==> src/rtl/swbuf_pkg.sv <==
package swbuf_pkg;
    localparam int unsigned SWB_DATA_W = 16;
    localparam int unsigned SWB_WORDS  = 4;
endpackage

==> src/rtl/swbuf_slot_ctr.sv <==
module swbuf_slot_ctr #(
    parameter int unsigned IDX_W = 2
) (
    input  logic             clk,
    input  logic             rst,
    input  logic             stb,
    input  logic [IDX_W-1:0] len,
    output logic [IDX_W-1:0] idx,
    output logic             copy_evt,
    output logic             irq
);
    typedef struct packed {
        logic [IDX_W-1:0] idx;
        logic             irq;
    } ctr_t;

    ctr_t st_d, st_q;

    assign copy_evt = stb && (st_q.idx == len);

    always_comb begin
        st_d     = st_q;
        st_d.irq = copy_evt;
        if (copy_evt) begin
            st_d.idx = '0;
        end else if (stb) begin
            st_d.idx = st_q.idx + 1'b1;
        end
    end

    always_ff @(posedge clk) begin
        if (rst) begin
            st_q <= '0;
        end else begin
            st_q <= st_d;
        end
    end

    assign idx = st_q.idx;
    assign irq = st_q.irq;
endmodule

==> src/rtl/swbuf_tx_path.sv <==
module swbuf_tx_path #(
    parameter int unsigned DATA_W = 16,
    parameter int unsigned WORDS  = 4,
    parameter int unsigned IDX_W  = 2
) (
    input  logic              clk,
    input  logic              rst,
    input  logic              copy_evt,
    input  logic [WORDS-1:0]  use_mask,
    input  logic [IDX_W-1:0]  slot_idx,
    input  logic              wr_en,
    input  logic [IDX_W-1:0]  wr_addr,
    input  logic [DATA_W-1:0] wr_data,
    output logic [DATA_W-1:0] tx_word,
    output logic              empty,
    output logic              underflow
);
    typedef struct packed {
        logic [WORDS-1:0][DATA_W-1:0] hold;
        logic [WORDS-1:0][DATA_W-1:0] shad;
        logic [WORDS-1:0]             written;
        logic [WORDS-1:0]             udf;
        logic                         empty;
    } tx_t;

    tx_t st_d, st_q;

    always_comb begin
        st_d = st_q;
        // transfer event first
        if (copy_evt) begin
            st_d.shad    = st_q.hold;
            st_d.udf     = use_mask & ~st_q.written;
            st_d.written = '0;
            st_d.empty   = 1'b1;
        end
        // CPU write applies on top of the event
        if (wr_en) begin
            st_d.hold[wr_addr]    = wr_data;
            st_d.written[wr_addr] = 1'b1;
            if (use_mask[wr_addr]) begin
                st_d.udf[wr_addr] = 1'b0;
                st_d.empty        = 1'b0;
            end
        end
    end

    always_ff @(posedge clk) begin
        if (rst) begin
            st_q       <= '0;
            st_q.empty <= 1'b1;
        end else begin
            st_q <= st_d;
        end
    end

    assign tx_word   = st_q.shad[slot_idx];
    assign empty     = st_q.empty;
    assign underflow = |st_q.udf;
endmodule

==> src/rtl/swbuf_rx_path.sv <==
module swbuf_rx_path #(
    parameter int unsigned DATA_W = 16,
    parameter int unsigned WORDS  = 4,
    parameter int unsigned IDX_W  = 2
) (
    input  logic              clk,
    input  logic              rst,
    input  logic              stb,
    input  logic              copy_evt,
    input  logic [WORDS-1:0]  use_mask,
    input  logic [IDX_W-1:0]  slot_idx,
    input  logic [DATA_W-1:0] rx_word,
    input  logic              rd_en,
    input  logic [IDX_W-1:0]  rd_addr,
    output logic [DATA_W-1:0] rd_data,
    output logic              full,
    output logic              overflow
);
    typedef struct packed {
        logic [WORDS-1:0][DATA_W-1:0] hold;
        logic [WORDS-1:0][DATA_W-1:0] shad;
        logic [WORDS-1:0]             unread;
        logic [WORDS-1:0]             ovf;
        logic [DATA_W-1:0]            rdata;
    } rx_t;

    rx_t st_d, st_q;

    always_comb begin
        st_d = st_q;
        if (stb) begin
            st_d.shad[slot_idx] = rx_word;
        end
        // transfer event includes the word arriving this cycle
        if (copy_evt) begin
            st_d.hold   = st_d.shad;
            st_d.ovf    = st_q.ovf | (use_mask & st_q.unread);
            st_d.unread = use_mask;
        end
        // CPU read sees the post-event contents
        if (rd_en) begin
            st_d.unread[rd_addr] = 1'b0;
            st_d.ovf[rd_addr]    = 1'b0;
            st_d.rdata           = st_d.hold[rd_addr];
        end
    end

    always_ff @(posedge clk) begin
        if (rst) begin
            st_q <= '0;
        end else begin
            st_q <= st_d;
        end
    end

    assign rd_data  = st_q.rdata;
    assign full     = |st_q.unread;
    assign overflow = |st_q.ovf;
endmodule

==> src/rtl/swbuf_ctrl.sv <==
module swbuf_ctrl
    import swbuf_pkg::*;
#(
    parameter int unsigned DATA_W = SWB_DATA_W,
    parameter int unsigned WORDS  = SWB_WORDS
) (
    input  logic                       clk,
    input  logic                       rst,
    input  logic [$clog2(WORDS)-1:0]   cfg_len,
    input  logic                       cpu_wr,
    input  logic [$clog2(WORDS)-1:0]   cpu_waddr,
    input  logic [DATA_W-1:0]          cpu_wdata,
    input  logic                       cpu_rd,
    input  logic [$clog2(WORDS)-1:0]   cpu_raddr,
    output logic [DATA_W-1:0]          cpu_rdata,
    input  logic                       slot_stb,
    input  logic [DATA_W-1:0]          rx_word,
    output logic [DATA_W-1:0]          tx_word,
    output logic [$clog2(WORDS)-1:0]   slot_idx,
    output logic                       irq,
    output logic                       tx_empty,
    output logic                       tx_underflow,
    output logic                       rx_full,
    output logic                       rx_overflow
);
    localparam int unsigned IDX_W = $clog2(WORDS);

    logic [WORDS-1:0] use_mask;
    logic             copy_evt;

    for (genvar gi = 0; gi < WORDS; gi++) begin : g_mask
        assign use_mask[gi] = (IDX_W'(gi) <= cfg_len);
    end

    swbuf_slot_ctr #(.IDX_W(IDX_W)) u_ctr (
        .clk      (clk),
        .rst      (rst),
        .stb      (slot_stb),
        .len      (cfg_len),
        .idx      (slot_idx),
        .copy_evt (copy_evt),
        .irq      (irq)
    );

    swbuf_tx_path #(.DATA_W(DATA_W), .WORDS(WORDS), .IDX_W(IDX_W)) u_tx (
        .clk       (clk),
        .rst       (rst),
        .copy_evt  (copy_evt),
        .use_mask  (use_mask),
        .slot_idx  (slot_idx),
        .wr_en     (cpu_wr),
        .wr_addr   (cpu_waddr),
        .wr_data   (cpu_wdata),
        .tx_word   (tx_word),
        .empty     (tx_empty),
        .underflow (tx_underflow)
    );

    swbuf_rx_path #(.DATA_W(DATA_W), .WORDS(WORDS), .IDX_W(IDX_W)) u_rx (
        .clk      (clk),
        .rst      (rst),
        .stb      (slot_stb),
        .copy_evt (copy_evt),
        .use_mask (use_mask),
        .slot_idx (slot_idx),
        .rx_word  (rx_word),
        .rd_en    (cpu_rd),
        .rd_addr  (cpu_raddr),
        .rd_data  (cpu_rdata),
        .full     (rx_full),
        .overflow (rx_overflow)
    );
endmodule

==> config.mk <==
export PLATFORM = sky130hd
export DESIGN_NAME = swbuf_ctrl
export DESIGN_NICKNAME = d
export VERILOG_FILES = /design/src/rtl/swbuf_pkg.sv /design/src/rtl/swbuf_slot_ctr.sv /design/src/rtl/swbuf_tx_path.sv /design/src/rtl/swbuf_rx_path.sv /design/src/rtl/swbuf_ctrl.sv
export SDC_FILE = /design/constraint.sdc
export NUM_CORES = 1
export LEC_CHECK = 0
export BUFFER_PORTS_ARGS = -buffer_cell sky130_fd_sc_hd__buf_4
export CORE_MARGIN = 2
export CORE_UTILIZATION = 60
export DETAILED_ROUTE_END_ITERATION = 12
export GPL_TIMING_DRIVEN = 0
export PLACE_DENSITY = 0.88
export SLEW_MARGIN = 0
export SYNTH_ARGS = -nofsm -noshare
export SYNTH_HDL_FRONTEND = slang
export SYNTH_HIERARCHICAL = 1
export SYNTH_SLANG_ARGS = --single-unit
==> constraint.sdc <==
create_clock -name clk -period 2.81 [get_ports clk]
set_input_delay 0.281 -clock clk [delete_from_list [all_inputs] [get_ports clk]]
set_output_delay 0.281 -clock clk [all_outputs]
set_load 0.05 [all_outputs]
==> metrics.yaml <==
relSlewSlack_pct: 52.3
critical_path_class: "reg -> reg"
p_sw_share_pct: 26.0
grt_overflow: 0
p_int_mw: 7.27
comb_power_share_pct: 13.0
ys_types: 46
cp.arrival_ns: 3.14
synth_edf_count: 0
die-area_sq_um: 22000
multi_input_area_sq_um: 5930
htree_levels: 1
path_buf_inv: 2
clock_latency_ns: 0.55
cts_setup_buffers: 0
cts_tree: "built"
final_max_slew_viol_count: 0
synth_area_per_cell_sq_um: 8.94
rows: 52
period_needed_ns: 2.75
clock_sinks: 292
peakVddDrop_uv: 512
finalPower_mw: 9.83
cp-start-kind: "flip-flop"
cpPeakStageDelay_ns: 0.48
fin_crit_sh_pct: 97.9
seqPwrFrac_pct: 44.8
r2r_slack_ns: 0.06
die_h_um: 148
grt_usage_pct: 33.4
syn_to_final_growth_pct: 15.9
cts.path.max_buffers: 3
totalWireLength_um: 37800
place.gp.congestion: 0.985
num-nets-final: 1556
grt_max_degree: 20
yosysTopAreaCell: "dfxtp_1"
setup_violations: 0
cp_slowest_cell: "dfxtp_2"
fill_cells: 1454
hold-worst-slack_ns: 0.00750
die_w_um: 148
drt-initial-drc-count: 1444
worst_slew_pin_slew_ns: 0.715
core_area_sq_um: 20400
cts_made_buffers: 29
final_core_util_pct: 71.2
seq_area_sq_um: 5850
dp_cells: 1752
outcome: "completed"
powerDensity_nw_per_um2: 678
hpwl_um: 25900
ys_seq_area_share_pct: 46.7
min_path_type: "in -> reg"
path_clk_slew_ns: 0.06
vias: 11200
drv_cap: 0
postSynthCellCount: 1400
firstDrtPassIters: 7
first_global_vias: 10700
wl_per_cell_um: 20.9
synth_top_area_share_pct: 46.7
cp_top_family: "buffers and inverters"
clkPwrFrac_pct: 42.2
instances_no_fill: 1806
initial_utilization_pct: 61.4
setup.worst_path.end_class: "flip-flop"
async_reset_ff_share_pct: 0
netlist_top_cells_area: "dfxtp_1 (47%), mux2i_1 (11%), nand2_1 (6.2%)"
crit_start: "u_ctr/idx[1]"
drive_above_1_share_pct: 15.4
synth-seq-cells: 292
grt_pass1_wl_um: 57300
antenna_found_initial: 0
crit-reg2reg-launch: "u_ctr/idx[1]"
port_buffers: 78
ys_warn_count: 6
p_leak_nw: 5.72
rsz0062_at_grt: "false"
num_io_pins: 82
clock_skew_ns: 0.00778
crit_required_ns: 3.20
finalHoldViolations: 0
viasPerCell: 6.21
synth_flop_cell: "dfxtp_1"
p_sw_mw: 2.56
syn_area_sq_um: 12500
crit_chain: "xnor2_1, and3_4, and2_1, clkbuf_1, clkbuf_2, o211ai_1, a32oi_1, a311oi_1"
tns_ns: 0
crit_path_max_fanout: 13
hold_path_startpoint: "cpu_wdata[10]"
drc: 0
root_buffer: "clkbuf_16"
max_freq_mhz: 363
n_antenna_cell: 0
antenna_left: 0
per-layer routing:
metal  GRT usage, %  wire [um]  vias up
met5              0          0        -
met4           12.2       1320        0
met3           8.53       4770      126
met2           54.9      17400      774
met1           42.7      14300     5290
li1               -          -     5019
repair_timing:
item                                    4_1_cts  5_1_grt
endpoints found under the setup margin       31       20
gates cloned                                  0        0
hold buffers                                  1        0
endpoints found under the hold margin         1        0
gates resized for setup                       6        4
pin swaps                                     0        0
cell families after synthesis:
kind of cell / Yosys count / synth area share, %
buffers and inverters: 151 / 6.00
AND/OR/NAND/NOR: 521 / 19.0
multiplexers: 154 / 13.9
flip-flops: 292 / 46.7
AO/OA/AOI/OAI: 279 / 14.2
other: 1 / 0.0300
XOR/XNOR: 2 / 0.140
cell usage in the layout (no fill, tap or decap), types with 8 or more instances in the layout:
master     Yosys  routed
clkbuf_16      0      29
mux2i_1      138     138
inv_1         20      20
clkbuf_1      65      63
buf_2         24      24
o21ai_0       46      46
clkinv_2       0       9
a32oi_1       16      16
a311oi_1      17      17
nor2_1       180     180
nand2_1      206     206
o21a_1        14      14
nor2b_1       70      70
a31oi_1        8       8
a21oi_1       98      98
nand4b_1      14      14
a211oi_1      30      30
or2_2         16      16
o211ai_1      45      45
buf_4         29     108
dfxtp_1      292     290
mux4_2        16      16
per-stage QoR:
stage	area (sq um)	worst slack [ns]
6_report	14500	0.0590
5_1_grt	14500	0.0786
4_1_cts	14500	0.0559
3_5_place_dp	13500	-0.0716
3_3_place_gp	13500	-0.0397
2_1_floorplan	12500	0.473
area by class of cell:
class	instances	area share [%]
buffer	130	4.70
clock buffer	37	5.62
clock inverter	17	1.52
inverter	20	0.518
multi-input combinational	961	40.9
sequential	292	40.3
tap	270	2.33
timing repair buffer	79	4.11
state kept, by name, summed over array words and instances (netlist names):
name / count
u_ctr/irq: 1
u_rx/st_q: 136
u_tx/empty: 1
u_tx/st_q: 136
u_ctr/idx: 2
u_rx/rd_data: 16
power by group through the flow:
stage	sequential [mW]	clock, mW	combinational (mW)
floorplan	4.47	0	0.820
finish	4.40	4.15	1.28
global placement	4.48	0	1.19
CTS	4.40	4.16	1.24
detailed placement	4.48	0	1.22
global route	4.41	4.33	1.35
final timing paths:
path	to	depth (start not counted)
worst max-delay path	u_rx/rd_data[10]	8
worst min-delay path	u_tx/st_q[83]	3
worst max register to register	u_rx/rd_data[10]	8
worst min register to register	u_rx/st_q[51]	2
Yosys cell counts, drive strengths merged (4+ instances only):
master and instances:
dfxtp 292, nand2 206, nor2 181, mux2i 138, a21oi 99, nor2b 71
buf 66, clkbuf 65, o21ai 46, o211ai 45, a211oi 30, inv 20
a311oi 17, or2 17, a32oi 16, mux4 16, nand4b 14, o21a 14
a31oi 8, nand2b 5, and3b 4, nor3b 4
worst min-delay path: cells and delay by family:
kind | cells | cell delay, ns
buf+inv | 1 | 0.12
simple gates | 1 | 0.05
compound gates | 1 | 0.05
No activity file was read; power rests on OpenSTA's default activity.
